[src/rtl/dbell_pkg.sv]
package dbell_pkg;
  localparam int DATA_W = 32;

  // word offsets (bits 7:2 of the byte address)
  localparam logic [5:0] OFS_MASK = 6'd0;
  localparam logic [5:0] OFS_STAT = 6'd1;
  localparam logic [5:0] OFS_ID   = 6'd2;
  localparam logic [5:0] OFS_RING = 6'd3;

  typedef enum logic [2:0] {
    SEL_MASK,
    SEL_STAT,
    SEL_ID,
    SEL_RING,
    SEL_NONE
  } reg_sel_e;

  function automatic reg_sel_e decode_word(input logic [5:0] word);
    case (word)
      OFS_MASK: decode_word = SEL_MASK;
      OFS_STAT: decode_word = SEL_STAT;
      OFS_ID:   decode_word = SEL_ID;
      OFS_RING: decode_word = SEL_RING;
      default:  decode_word = SEL_NONE;
    endcase
  endfunction
endpackage

[src/rtl/dbell_vec_table.sv]
module dbell_vec_table #(
  parameter int DEPTH = 8,
  parameter int WIDTH = 9,
  localparam int IDX_W = (DEPTH > 1) ? $clog2(DEPTH) : 1
) (
  input  logic             clk,
  input  logic             we,
  input  logic [IDX_W-1:0] waddr,
  input  logic [WIDTH-1:0] wdata,
  input  logic [IDX_W-1:0] raddr,
  output logic [WIDTH-1:0] rdata
);
  // small table: distributed RAM, asynchronous read
  logic [WIDTH-1:0] mem [DEPTH];

  always_ff @(posedge clk) begin
    if (we) mem[waddr] <= wdata;
  end

  assign rdata = mem[raddr];
endmodule

[src/rtl/dbell_irq_ctrl.sv]
module dbell_irq_ctrl #(
  parameter int DATA_W = 32
) (
  input  logic              clk,
  input  logic              rst,
  input  logic              mask_we,
  input  logic              stat_we,
  input  logic              stat_rd,
  input  logic [DATA_W-1:0] wdata,
  input  logic              evt,
  input  logic              msi_mode,
  input  logic              pin_en,
  output logic [DATA_W-1:0] mask_q,
  output logic [DATA_W-1:0] stat_q,
  output logic              irq
);
  logic [DATA_W-1:0] mask_d, stat_d;
  logic              evt_take, line_en;

  assign evt_take = evt && !msi_mode;
  assign line_en  = pin_en && !msi_mode;

  always_comb begin
    mask_d = mask_q;
    stat_d = stat_q;
    if (mask_we) mask_d = wdata;
    // event has priority over the read-clear so no event is lost
    if (evt_take)     stat_d = DATA_W'(1);
    else if (stat_rd) stat_d = '0;
    else if (stat_we) stat_d = wdata;
  end

  always_ff @(posedge clk) begin
    if (rst) begin
      mask_q <= '0;
      stat_q <= '0;
      irq    <= 1'b0;
    end else begin
      mask_q <= mask_d;
      stat_q <= stat_d;
      irq    <= line_en && (|(stat_d & mask_d));
    end
  end

  AST_RST_CLEAR: assert property (@(posedge clk)
    $past(rst) |-> (mask_q == '0 && stat_q == '0 && !irq));
  AST_IRQ_LEVEL: assert property (@(posedge clk) disable iff (rst)
    irq == ((|(stat_q & mask_q)) && $past(line_en)));
  AST_IRQ_QUIET: assert property (@(posedge clk) disable iff (rst)
    $past(msi_mode || !pin_en) |-> !irq);
  AST_RD_CLEARS: assert property (@(posedge clk) disable iff (rst)
    (stat_rd && !evt_take) |=> stat_q == '0);
  AST_EVT_SETS: assert property (@(posedge clk) disable iff (rst)
    evt_take |=> stat_q == DATA_W'(1));
endmodule

[src/rtl/dbell_ring.sv]
module dbell_ring #(
  parameter int DATA_W    = 32,
  parameter int NUM_PEERS = 8,
  parameter int ID_W      = 16,
  parameter int VEC_W     = 8,
  localparam int PIDX_W   = (NUM_PEERS > 1) ? $clog2(NUM_PEERS) : 1,
  localparam int VCNT_W   = VEC_W + 1
) (
  input  logic              clk,
  input  logic              rst,
  input  logic              ring_we,
  input  logic [DATA_W-1:0] wdata,
  input  logic [PIDX_W:0]   npeers,
  input  logic              cfg_we,
  input  logic [PIDX_W-1:0] cfg_peer,
  input  logic [VCNT_W-1:0] cfg_vcnt,
  output logic              ntf_vld,
  output logic [ID_W-1:0]   ntf_dest,
  output logic [VEC_W-1:0]  ntf_vec
);
  localparam int DEST_LSB = DATA_W - ID_W;

  logic [ID_W-1:0]   dest;
  logic [VEC_W-1:0]  vec;
  logic [ID_W-1:0]   npeers_ext;
  logic [VCNT_W-1:0] vcnt;
  logic              dest_ok, vec_ok;

  assign dest       = wdata[DATA_W-1:DEST_LSB];
  assign vec        = wdata[VEC_W-1:0];
  assign npeers_ext = ID_W'(npeers);

  dbell_vec_table #(.DEPTH(NUM_PEERS), .WIDTH(VCNT_W)) u_tbl (
    .clk   (clk),
    .we    (cfg_we),
    .waddr (cfg_peer),
    .wdata (cfg_vcnt),
    .raddr (dest[PIDX_W-1:0]),
    .rdata (vcnt)
  );

  assign dest_ok = (dest < npeers_ext) && (dest < ID_W'(NUM_PEERS));
  assign vec_ok  = ({1'b0, vec} < vcnt);

  always_ff @(posedge clk) begin
    if (rst) begin
      ntf_vld  <= 1'b0;
      ntf_dest <= '0;
      ntf_vec  <= '0;
    end else begin
      ntf_vld <= ring_we && dest_ok && vec_ok;
      if (ring_we) begin
        ntf_dest <= dest;
        ntf_vec  <= vec;
      end
    end
  end

  AST_NTF_FROM_WRITE: assert property (@(posedge clk) disable iff (rst)
    ntf_vld |-> $past(ring_we));
  AST_NTF_PEER_RANGE: assert property (@(posedge clk) disable iff (rst)
    ntf_vld |-> (ntf_dest < $past(npeers_ext) && ntf_dest < ID_W'(NUM_PEERS)));
  AST_NTF_IDLE: assert property (@(posedge clk) disable iff (rst)
    !ring_we |=> !ntf_vld);
endmodule

[src/rtl/dbell_regs.sv]
module dbell_regs
  import dbell_pkg::*;
#(
  parameter int ADDR_W    = 8,
  parameter int NUM_PEERS = 8,
  parameter int ID_W      = 16,
  parameter int VEC_W     = 8,
  localparam int PIDX_W   = (NUM_PEERS > 1) ? $clog2(NUM_PEERS) : 1,
  localparam int VCNT_W   = VEC_W + 1
) (
  input  logic              clk,
  input  logic              rst,
  input  logic [ADDR_W-1:0] bus_addr,
  input  logic              bus_wr,
  input  logic [31:0]       bus_wdata,
  input  logic              bus_rd,
  output logic [31:0]       bus_rdata,
  input  logic [ID_W-1:0]   own_id,
  input  logic              msi_mode,
  input  logic              irq_pin_en,
  input  logic              evt_in,
  input  logic [PIDX_W:0]   cfg_npeers,
  input  logic              cfg_we,
  input  logic [PIDX_W-1:0] cfg_peer,
  input  logic [VCNT_W-1:0] cfg_vcnt,
  output logic              irq,
  output logic              ntf_vld,
  output logic [ID_W-1:0]   ntf_dest,
  output logic [VEC_W-1:0]  ntf_vec
);
  reg_sel_e          sel;
  logic [DATA_W-1:0] mask_q, stat_q, rd_mux;

  // low two address bits dropped before decode
  assign sel = decode_word(6'(bus_addr[ADDR_W-1:2]));

  dbell_irq_ctrl #(.DATA_W(DATA_W)) u_irq (
    .clk      (clk),
    .rst      (rst),
    .mask_we  (bus_wr && sel == SEL_MASK),
    .stat_we  (bus_wr && sel == SEL_STAT),
    .stat_rd  (bus_rd && sel == SEL_STAT),
    .wdata    (bus_wdata),
    .evt      (evt_in),
    .msi_mode (msi_mode),
    .pin_en   (irq_pin_en),
    .mask_q   (mask_q),
    .stat_q   (stat_q),
    .irq      (irq)
  );

  dbell_ring #(.DATA_W(DATA_W), .NUM_PEERS(NUM_PEERS), .ID_W(ID_W), .VEC_W(VEC_W)) u_ring (
    .clk      (clk),
    .rst      (rst),
    .ring_we  (bus_wr && sel == SEL_RING),
    .wdata    (bus_wdata),
    .npeers   (cfg_npeers),
    .cfg_we   (cfg_we),
    .cfg_peer (cfg_peer),
    .cfg_vcnt (cfg_vcnt),
    .ntf_vld  (ntf_vld),
    .ntf_dest (ntf_dest),
    .ntf_vec  (ntf_vec)
  );

  always_comb begin
    case (sel)
      SEL_MASK: rd_mux = mask_q;
      SEL_STAT: rd_mux = stat_q;
      SEL_ID:   rd_mux = DATA_W'(own_id);
      default:  rd_mux = '0;
    endcase
  end

  always_ff @(posedge clk) begin
    if (rst)         bus_rdata <= '0;
    else if (bus_rd) bus_rdata <= rd_mux;
  end

  AST_UNMAPPED_ZERO: assert property (@(posedge clk) disable iff (rst)
    (bus_rd && (sel == SEL_RING || sel == SEL_NONE)) |=> bus_rdata == '0);
  AST_ID_READ: assert property (@(posedge clk) disable iff (rst)
    (bus_rd && sel == SEL_ID) |=> bus_rdata == DATA_W'($past(own_id)));
endmodule

[config.mk]
export PLATFORM = sky130hd
export DESIGN_NAME = dbell_regs
export DESIGN_NICKNAME = d
export VERILOG_FILES = /design/src/rtl/dbell_pkg.sv /design/src/rtl/dbell_vec_table.sv /design/src/rtl/dbell_irq_ctrl.sv /design/src/rtl/dbell_ring.sv /design/src/rtl/dbell_regs.sv
export SDC_FILE = /design/constraint.sdc
export NUM_CORES = 1
export LEC_CHECK = 0
export BUFFER_PORTS_ARGS = -buffer_cell sky130_fd_sc_hd__buf_4
export CAP_MARGIN = 15
export CORE_ASPECT_RATIO = 0.8
export CORE_MARGIN = 4
export CORE_UTILIZATION = 35
export CTS_BUF_LIST = sky130_fd_sc_hd__clkbuf_4 sky130_fd_sc_hd__clkbuf_8 sky130_fd_sc_hd__clkbuf_16
export DETAILED_ROUTE_END_ITERATION = 10
export PLACE_DENSITY_LB_ADDON = 0.12
export SKIP_LAST_GASP = 1
export SLEW_MARGIN = 20
export SYNTH_ARGS = -nofsm -noshare
export SYNTH_HDL_FRONTEND = slang
export SYNTH_SLANG_ARGS = --single-unit
[constraint.sdc]
create_clock -name clk -period 2.9 [get_ports clk]
set_input_delay 0.435 -clock clk [delete_from_list [all_inputs] [get_ports clk]]
set_output_delay 0.435 -clock clk [all_outputs]
set_load 0.01 [all_outputs]
Yosys cells after proc, flatten, opt, wreduce, memory -nomap -nowiden:

Memories as Yosys holds them, arrays and structs flattened.
Index checks and enable logic that the tools add are counted.
Widths: inputs -> output; s select.

* order comparisons: 3
* equal/unequal tests: 6
* mux-type cells: 8
* bitwise gates (word level): 1
* reductions and logical operators: 14

Operators by type and width (number)
* $mux 32: 4
* $pmux 32 s3: 1
* $and 32x32->32: 1
* $reduce_or 32->1: 1
* $lt 16x4->1: 1
* $lt 16x4->1 const B: 1
* $eq 6x2->1 const B: 2
* $pmux 3 s4: 1
* $logic_and 1x1->1: 10
* $lt 8x9->1: 1
* $eq 3x2->1 const B: 2
* $eq 6x1->1 const B: 1
* $logic_not 6->1: 1
* $eq 3x1->1 const B: 1
* $logic_not 3->1: 1
* $mux 1: 2
* $logic_not 1->1: 1

* register bits after elaboration: 122
* RAM bits: 72
* bits of input ports: 80
* logic and storage cells: 40
* memories: 1

Memory list
* u_ring.u_tbl.mem: words 8, width 9, read ports 1, clocked after Yosys merged registers in 0, write ports 1, line dbell_vec_table.sv:14 `logic [WIDTH-1:0] mem [DEPTH];`

Depth between registers and ports, before layout:

Gate-level depths: netlist of run 1.

* depth in word-level cells: 10
* depth in mapped cells: 12

Hierarchy:

A second synthesis of run 1 with hierarchy kept.

* cells, all modules: 740
* area, all modules: 8680.8 um2

Modules (own cells, without submodules)
* dbell_irq_ctrl: times used 1, cells each 307, area each 2950.3 um2, sequential area each 1301.2 um2
* dbell_vec_table: times used 1, cells each 117, area each 2839.0 um2, sequential area each 2162.1 um2
* dbell_regs: times used 1, cells each 193, area each 1726.7 um2, sequential area each 640.6 um2
* dbell_ring: times used 1, cells each 123, area each 1164.9 um2, sequential area each 500.5 um2

Worst setup path before layout of run 1:

OpenSTA, ideal clock, no wires.

* path type: input-to-reg
* from: in bus_wdata[16]
* to: reg u_ring.ntf_vld
* setup time: 59 ps
* arrival time: 2733 ps
* path slack: 108 ps
* stages: 12
* cells stage by stage: clkbuf_1 > buf_2 > buf_4 > mux4_2 > mux2i_1 > ha_1 > a21oi_1 > nor2b_1 > o211ai_1 > a31oi_1 > o21ai_0 > and3_1

* word-level cells in the longest chain between the ends: 4

RTL lines
* start: declaration: line dbell_regs.sv:15 `input logic [31:0] bus_wdata,`
* branches (longest 3 deep; another with $mem_v2 8x9)
* $logic_and 1x1->1 *: line dbell_ring.sv:51 `ntf_vld <= ring_we && dest_ok && vec_ok;`
* end signal: assignment: line dbell_ring.sv:51
* end: declaration: line dbell_ring.sv:17 `output logic ntf_vld,`

Mark *: on every way between the ends.
A chain may end at the register's enable or synchronous reset.

Final worst setup path of run 1:

Same ends and word-level chain as after synthesis.

==> flow_summary_export.csv, run 1 <==
group,metric,value,unit
sta,fmax,442,MHz
setup_path,crit_type,"in -> reg",
sta,tightestPinTransition,668,ps
global_routing,grt_max_degree,51,
place,routabilityCongestion,0.833,
clock_network,clock_sinks,194,
floorplanning,io_pins,138,
detailed_routing,viasPerCell,5.34,
clock_network,cts_buffers,17,
logic_synthesis,synth_top_cell_by_area,"dfxtp_1",
sta,finalSetupViolations,0,
layout,n_antenna_cell,0,
detailed_routing,drc,0,
floorplanning,die_area,0.0271,mm²
logic_synthesis,synth_mux_area_share,11.4,%
detailed_routing,wl_per_cell,20.1,µm
sta,post-route-min-period,2260,ps
detailed_routing,vias,6847,
clock_network,clock_path_buffers,2,
floorplanning,initial_core_util,36.1,%
global_routing,globalRouteOverflowTotal,0,
logic_synthesis,synth_fa_ha_area_share,1.46,%
logic_synthesis,synth-seq-area-share,53.6,%
setup_path,worstPathArrival,2640,ps
detailed_routing,drtPass1Iterations,6,
logic_synthesis,syn_area,0.00858,mm²
status,status,"complete, no violations",
logic_synthesis,synth_top_area_share,28.5,%
pwr,ir_drop,334,µV
logic_synthesis,synth_ff_type,"dfxtp_1",
layout,drive_above_1_share,27.3,%
global_routing,grt_pass1_vias,6406,
place,io_buffers,135,
global_routing,antenna_found_initial,0,
sta,tns,0,ps
detailed_routing,initialDrtViolationCount,629,
logic_synthesis,yosys_warnings,0,
clock_network,clkTransAtPathRegs,70,ps
pwr,cellPowerDensity,535,mW/mm²
logic_synthesis,yosys-top-cells-area,"dfxtp_1 28%, edfxtp_1 25%, nand2_1 9.1%",
detailed_routing,postRouteAntennaNets,0,
place,preCtsSetupSlack,241,ps
place,dpl.hpwl,18000,µm
clock_network,hold_buffers,0,
floorplanning,die_w,183,µm
clock_network,cts_setup_buffers,0,
global_routing,gr-usage-all-layers,19.1,%
clock_network,cts_tree,"built",
sta,finalHoldViolations,0,
setup_path,reg2reg_slack,670,ps
logic_synthesis,synth_edf_count,72,
flow_run,drv_cap,0,
logic_synthesis,synthSimpleGateAreaFrac,14.6,%
clock_network,root_buffer,"clkbuf_16",
logic_synthesis,yosysUniqueCellTypes,51,
setup_path,required,3280,ps
floorplanning,fp.coreArea,0.0238,mm²
logic_synthesis,synth_cells,838,
logic_synthesis,syn-mean-instance-area,10.2,µm²
logic_synthesis,synthTopCellsByCount,"208 x nand2_1, 122 x dfxtp_1, 108 x a21oi_1, 72 x edfxtp_1, 48 x a22oi_1",
floorplanning,num_rows,50,
sta,slew_viol_final,0,
logic_synthesis,ys_ff_latch,194,
sta,finalWorstSetupSlack,637,ps
logic_synthesis,synth-async-reset-ratio,0,%
floorplanning,die_y,148,µm
logic_synthesis,synth-compound-area-share,15.0,%
sta,rsz0062_at_grt,"false",
sta,fin_crit_sh,78.0,%
place,place_area,0.00989,mm²
layout,syn_to_final_growth,22.0,%
clock_network,cts_resized,0,
layout,stdcell_area,0.0105,mm²
setup_path,crit_fanout,18,
clock_network,insertion_delay,430,ps
logic_synthesis,synth.most_common_cell,"nand2_1",
sta,slew_headroom,55.3,%
global_routing,grt_pass1_wl,39800,µm
setup_path,cp-end-kind,"flip-flop",
logic_synthesis,synth_top_family_by_area,"compound AO/OA/AOI/OAI gates",
clock_network,htreeDepth,4,
logic_synthesis,syn_nets,928,
layout,fin_nets,1048,
setup_path,start_kind,"input pin",
sta,finClkSkew,10.8,ps
pwr,power.total,5.60,mW
logic_synthesis,synth_xor_xnor_area_share,0,%
detailed_routing,drt-total-wl,25800,µm
pwr,leakage,3.70,nW
worst_hold_path,min_path_type,"in -> reg",
## registers in the layout (all words and copies together) (netlist names)
register,flops
u_ring.ntf_vld,1
u_ring.u_tbl.mem,72
u_ring.ntf_dest,16
bus_rdata,32
u_irq.mask_q,32
u_irq.stat_q,32
u_ring.ntf_vec,8
u_irq.irq,1
## metrics by stage
stage,hold slack (ps),utilization [%],cells
2_1_floorplan,447,-,838
3_3_place_gp,443,41.6,1251
3_5_place_dp,450,41.6,1251
4_1_cts,224,44.0,1283
5_1_grt,227,44.0,1283
6_report,239,44.0,1283
## layout make-up
cell class | instances | area [µm²]
well taps | 312 | 390
multi-input cells | 579 | 3650
inverters | 5 | 18.8
clock inverters | 10 | 97.6
flip-flops and latches | 194 | 4600
clock buffers | 22 | 482
repair buffers | 161 | 1220
fillers | 2309 | 13300
## placed cells by master (no fill, tap or decap), types with 9 or more instances in the layout
cell / n
nor2_1: 28
mux4_2: 18
a22oi_1: 48
mux2_2: 43
ha_1: 10
clkbuf_16: 17
o22ai_1: 14
edfxtp_1: 72
a21oi_1: 108
nand3_1: 24
nand2_1: 208
o21ai_0: 9
mux2i_1: 9
dfxtp_1: 122
buf_4: 160
## kinds of logic after synthesis
kind of cell / after synthesis
multiplexers: 70
AO/OA/AOI/OAI: 206
flip-flops: 194
AND/OR/NAND/NOR: 293
buffers and inverters: 65
adder cells (fa/ha/maj): 10
## where the power goes
part           switching, mW  internal (mW)
clock network           1.04           1.28
logic                  0.241          0.168
registers             0.0125           2.86
## final timing paths
kind / start / cells after the start / to
max: bus_wdata[16] / 9 / u_ring.ntf_vld
min: cfg_vcnt[7] / 1 / u_ring.u_tbl.mem[0][7]
max reg2reg: u_ring.u_tbl.mem[2][2] / 9 / u_ring.ntf_vld
min reg2reg: bus_rdata[31] / 2 / bus_rdata[31]
## routing by layer
metal / up-vias / track usage [%] / share of wire [%]
met4: 0 / 3.69 / 0.73
met3: 13 / 4.03 / 8.2
met2: 252 / 25.6 / 40
met1: 3290 / 31.2 / 51
met5: - / 0 / 0
li1: 3292 / - / -
## worst max-delay path, stage by stage
cell and delay, ps:
buf_4 300, buf_4 230, mux4_2 500, mux2i_1 160, ha_1 270, a211oi_1 250, a31oi_1 140, o21ai_0 180
and3_1 160
Power figures use the tool's default switching activity.
==> run 2: changes to the inputs <==
- clock period: 2.9 -> 2.1 ns (I/O delays scaled with it)
==> run 2 against run 1 <==
Compared with the run above:
- sequential share of layout area is 1.0 points lower
- critical endpoint unchanged
- sequential power is 38% higher
- wire length is 1.5% higher
- die area stayed put
- clock-buffer cell count is 1 higher
- worst setup slack worse by 600 ps
- clock power is 31% higher
- global-route usage is 0.080 points lower
- largest cell class unchanged
- hold slack worse by 120 ps
==> flow_summary_export.csv, run 2 (synthesized netlist as in run 1, its figures left out) <==
group,metric,value,unit
status,status,"complete, no violations",
layout,drive_above_1_share,29.9,%
detailed_routing,initialDrtViolationCount,614,
clock_network,insertion_delay,420,ps
layout,largest_reg_flops,72,
setup_path,crit_type,"reg -> reg",
pwr,power_frac_comb,8.1,%
detailed_routing,viasPerCell,5.27,
pwr,leakage,3.82,nW
layout,syn_to_final_growth,24.8,%
detailed_routing,drc,0,
floorplanning,fp.coreArea,0.0238,mm²
sta,rsz0062_at_grt,"true",
layout,fin_nets,1074,
sta,finalHoldViolations,0,
worst_hold_path,min_path_type,"in -> reg",
clock_network,cts_tree,"built",
pwr,p_int,5.84,mW
setup_path,path_cells,"mux4_2 > mux2i_1 > ha_1 > buf_4 > buf_4 > o2111ai_2 > a31oi_1 > o21ai_1 > and3_1",
sta,finClkSkew,16.1,ps
global_routing,gr-usage-all-layers,19.0,%
floorplanning,initial_core_util,36.1,%
layout,final_util,45.1,%
setup_path,cp-end-kind,"flip-flop",
setup_path,reg2reg_depth,9,
sta,slew_headroom,55.0,%
sta,fin_crit_sh,98.3,%
place,io_buffers,135,
floorplanning,num_rows,50,
setup_path,crit_path_top_delay_cell,"mux4_2",
clock_network,clock_path_buffers,2,
layout,mostFrequentLayoutCells,"208 x nand2_1, 181 x buf_4, 122 x dfxtp_1",
global_routing,globalRouteOverflowTotal,0,
sta,post-route-min-period,2060,ps
sta,slew_viol_final,0,
detailed_routing,vias,6899,
setup_path,critPathMaxStageDelay,470,ps
layout,layout_commonest_cell,"nand2_1",
clock_network,hold_buffers,0,
global_routing,grt_max_degree,54,
flow_run,drv_cap,0,
place,dp_cells,1276,
floorplanning,die_area,0.0271,mm²
clock_network,clkTransAtPathRegs,70,ps
pwr,ir_drop,430,µV
sta,tightestPinTransition,675,ps
clock_network,htreeDepth,4,
global_routing,grt_pass1_vias,6397,
sta,fmax,484,MHz
layout,instances_no_fill,1309,
floorplanning,io_pins,138,
setup_path,cpMostUsedCell,"buf_4",
pwr,p_seq_share,52.1,%
sta,finalSetupViolations,0,
clock_network,cts_buffers,17,
global_routing,grt_pass1_wl,39700,µm
clock_network,clock_sinks,194,
clock_network,root_buffer,"clkbuf_16",
worst_hold_path,hold_depth,1,
detailed_routing,drtPass1Iterations,6,
global_routing,antenna_found_initial,0,
setup_path,crit_fanout,2,
pwr,swShare,23.4,%
floorplanning,die_y,148,µm
setup_path,worstPathArrival,2430,ps
place,dpl.hpwl,18800,µm
place,routabilityCongestion,0.829,
detailed_routing,wl_per_cell,20.0,µm
layout,n_antenna_cell,0,
layout,top_register,"u_ring.u_tbl.mem",
detailed_routing,postRouteAntennaNets,0,
pwr,p_switching,1.78,mW
setup_path,required,2470,ps
pwr,power.share.clock,39.8,%
setup_path,start_kind,"flip-flop",
detailed_routing,drt-total-wl,26200,µm
place,place_area,0.0101,mm²
layout,stdcell_area,0.0107,mm²
pwr,cellPowerDensity,711,mW/mm²
floorplanning,die_w,183,µm
-- run 2: changes by cell type in the layout (fill, tap and decap cells not counted), moves of 2 or more --
cell      previous run  this run
buf_4              160       181
buf_12               1         6
clkbuf_4             2         5
mux2i_1              9         6
mux2i_2              0         3
clkbuf_8             3         1
-- run 2: timing repair --
| item | in CTS | in global routing |
|---|---|---|
| setup endpoints to repair | 0 | 1 |
| gates resized for setup | 0 | 8 |
| buffers inserted | 0 | 1 |
-- run 2: worst max-delay path: cells and delay by family (launching register included) --
kind / cells / cell delay (ps)
compound gates: 3 / 310
flops: 1 / 390
buf+inv: 2 / 260
fa+ha+maj: 1 / 280
mux: 2 / 620
simple gates: 1 / 150
-- run 2: worst paths after layout --
check	from	end	slack (ps)
worst min register to register	u_ring.ntf_dest[5]	u_ring.ntf_dest[5]	460
worst max register to register	u_ring.u_tbl.mem[0][2]	u_ring.ntf_vld	40
worst max-delay path	u_ring.u_tbl.mem[0][2]	u_ring.ntf_vld	40
worst min-delay path	cfg_vcnt[8]	u_ring.u_tbl.mem[6][8]	120
-- run 2: layout make-up --
| type | instances | area [µm²] |
|---|---|---|
| timing repair buffer | 187 | 1480 |
| multi-input combinational | 579 | 3690 |
| tap | 312 | 390 |
| clock buffer | 23 | 477 |
| inverter | 5 | 18.8 |
| fill | 2298 | 13100 |
| sequential | 194 | 4600 |
| clock inverter | 9 | 58.8 |
-- run 2: power by group through the flow --
stage          clock, mW  combinational [mW]  sequential, mW
4_1_cts             3.11               0.603            3.97
6_report            3.03               0.619            3.97
3_5_place_dp           0               0.601            4.05
3_3_place_gp           0               0.601            4.05
5_1_grt             3.27               0.673            3.97
2_1_floorplan          0               0.290            4.05
-- run 2: routing by layer --
metal  track usage [%]  vias up  wire length, µm  part of all wire (%)
met4              3.69        0              160                  0.61
met2              25.2      249            10600                    40
met3              4.40       11             2180                   8.3
li1                  -     3345                -                     -
met1              31.0     3294            13300                    51
met5                 0        -                0                     0
-- run 2: metrics by stage --
step           setup TNS [ps]  worst slack, ps  total power [mW]  hold slack [ps]
6_report                    0             35.3              7.62              121
5_1_grt                 -47.2            -47.2              7.92              108
4_1_cts                     0             19.2              7.68             97.7
3_5_place_dp             -284             -271              4.65              449
3_3_place_gp             -230             -230              4.65              442
2_1_floorplan            -210             -210              4.34              414
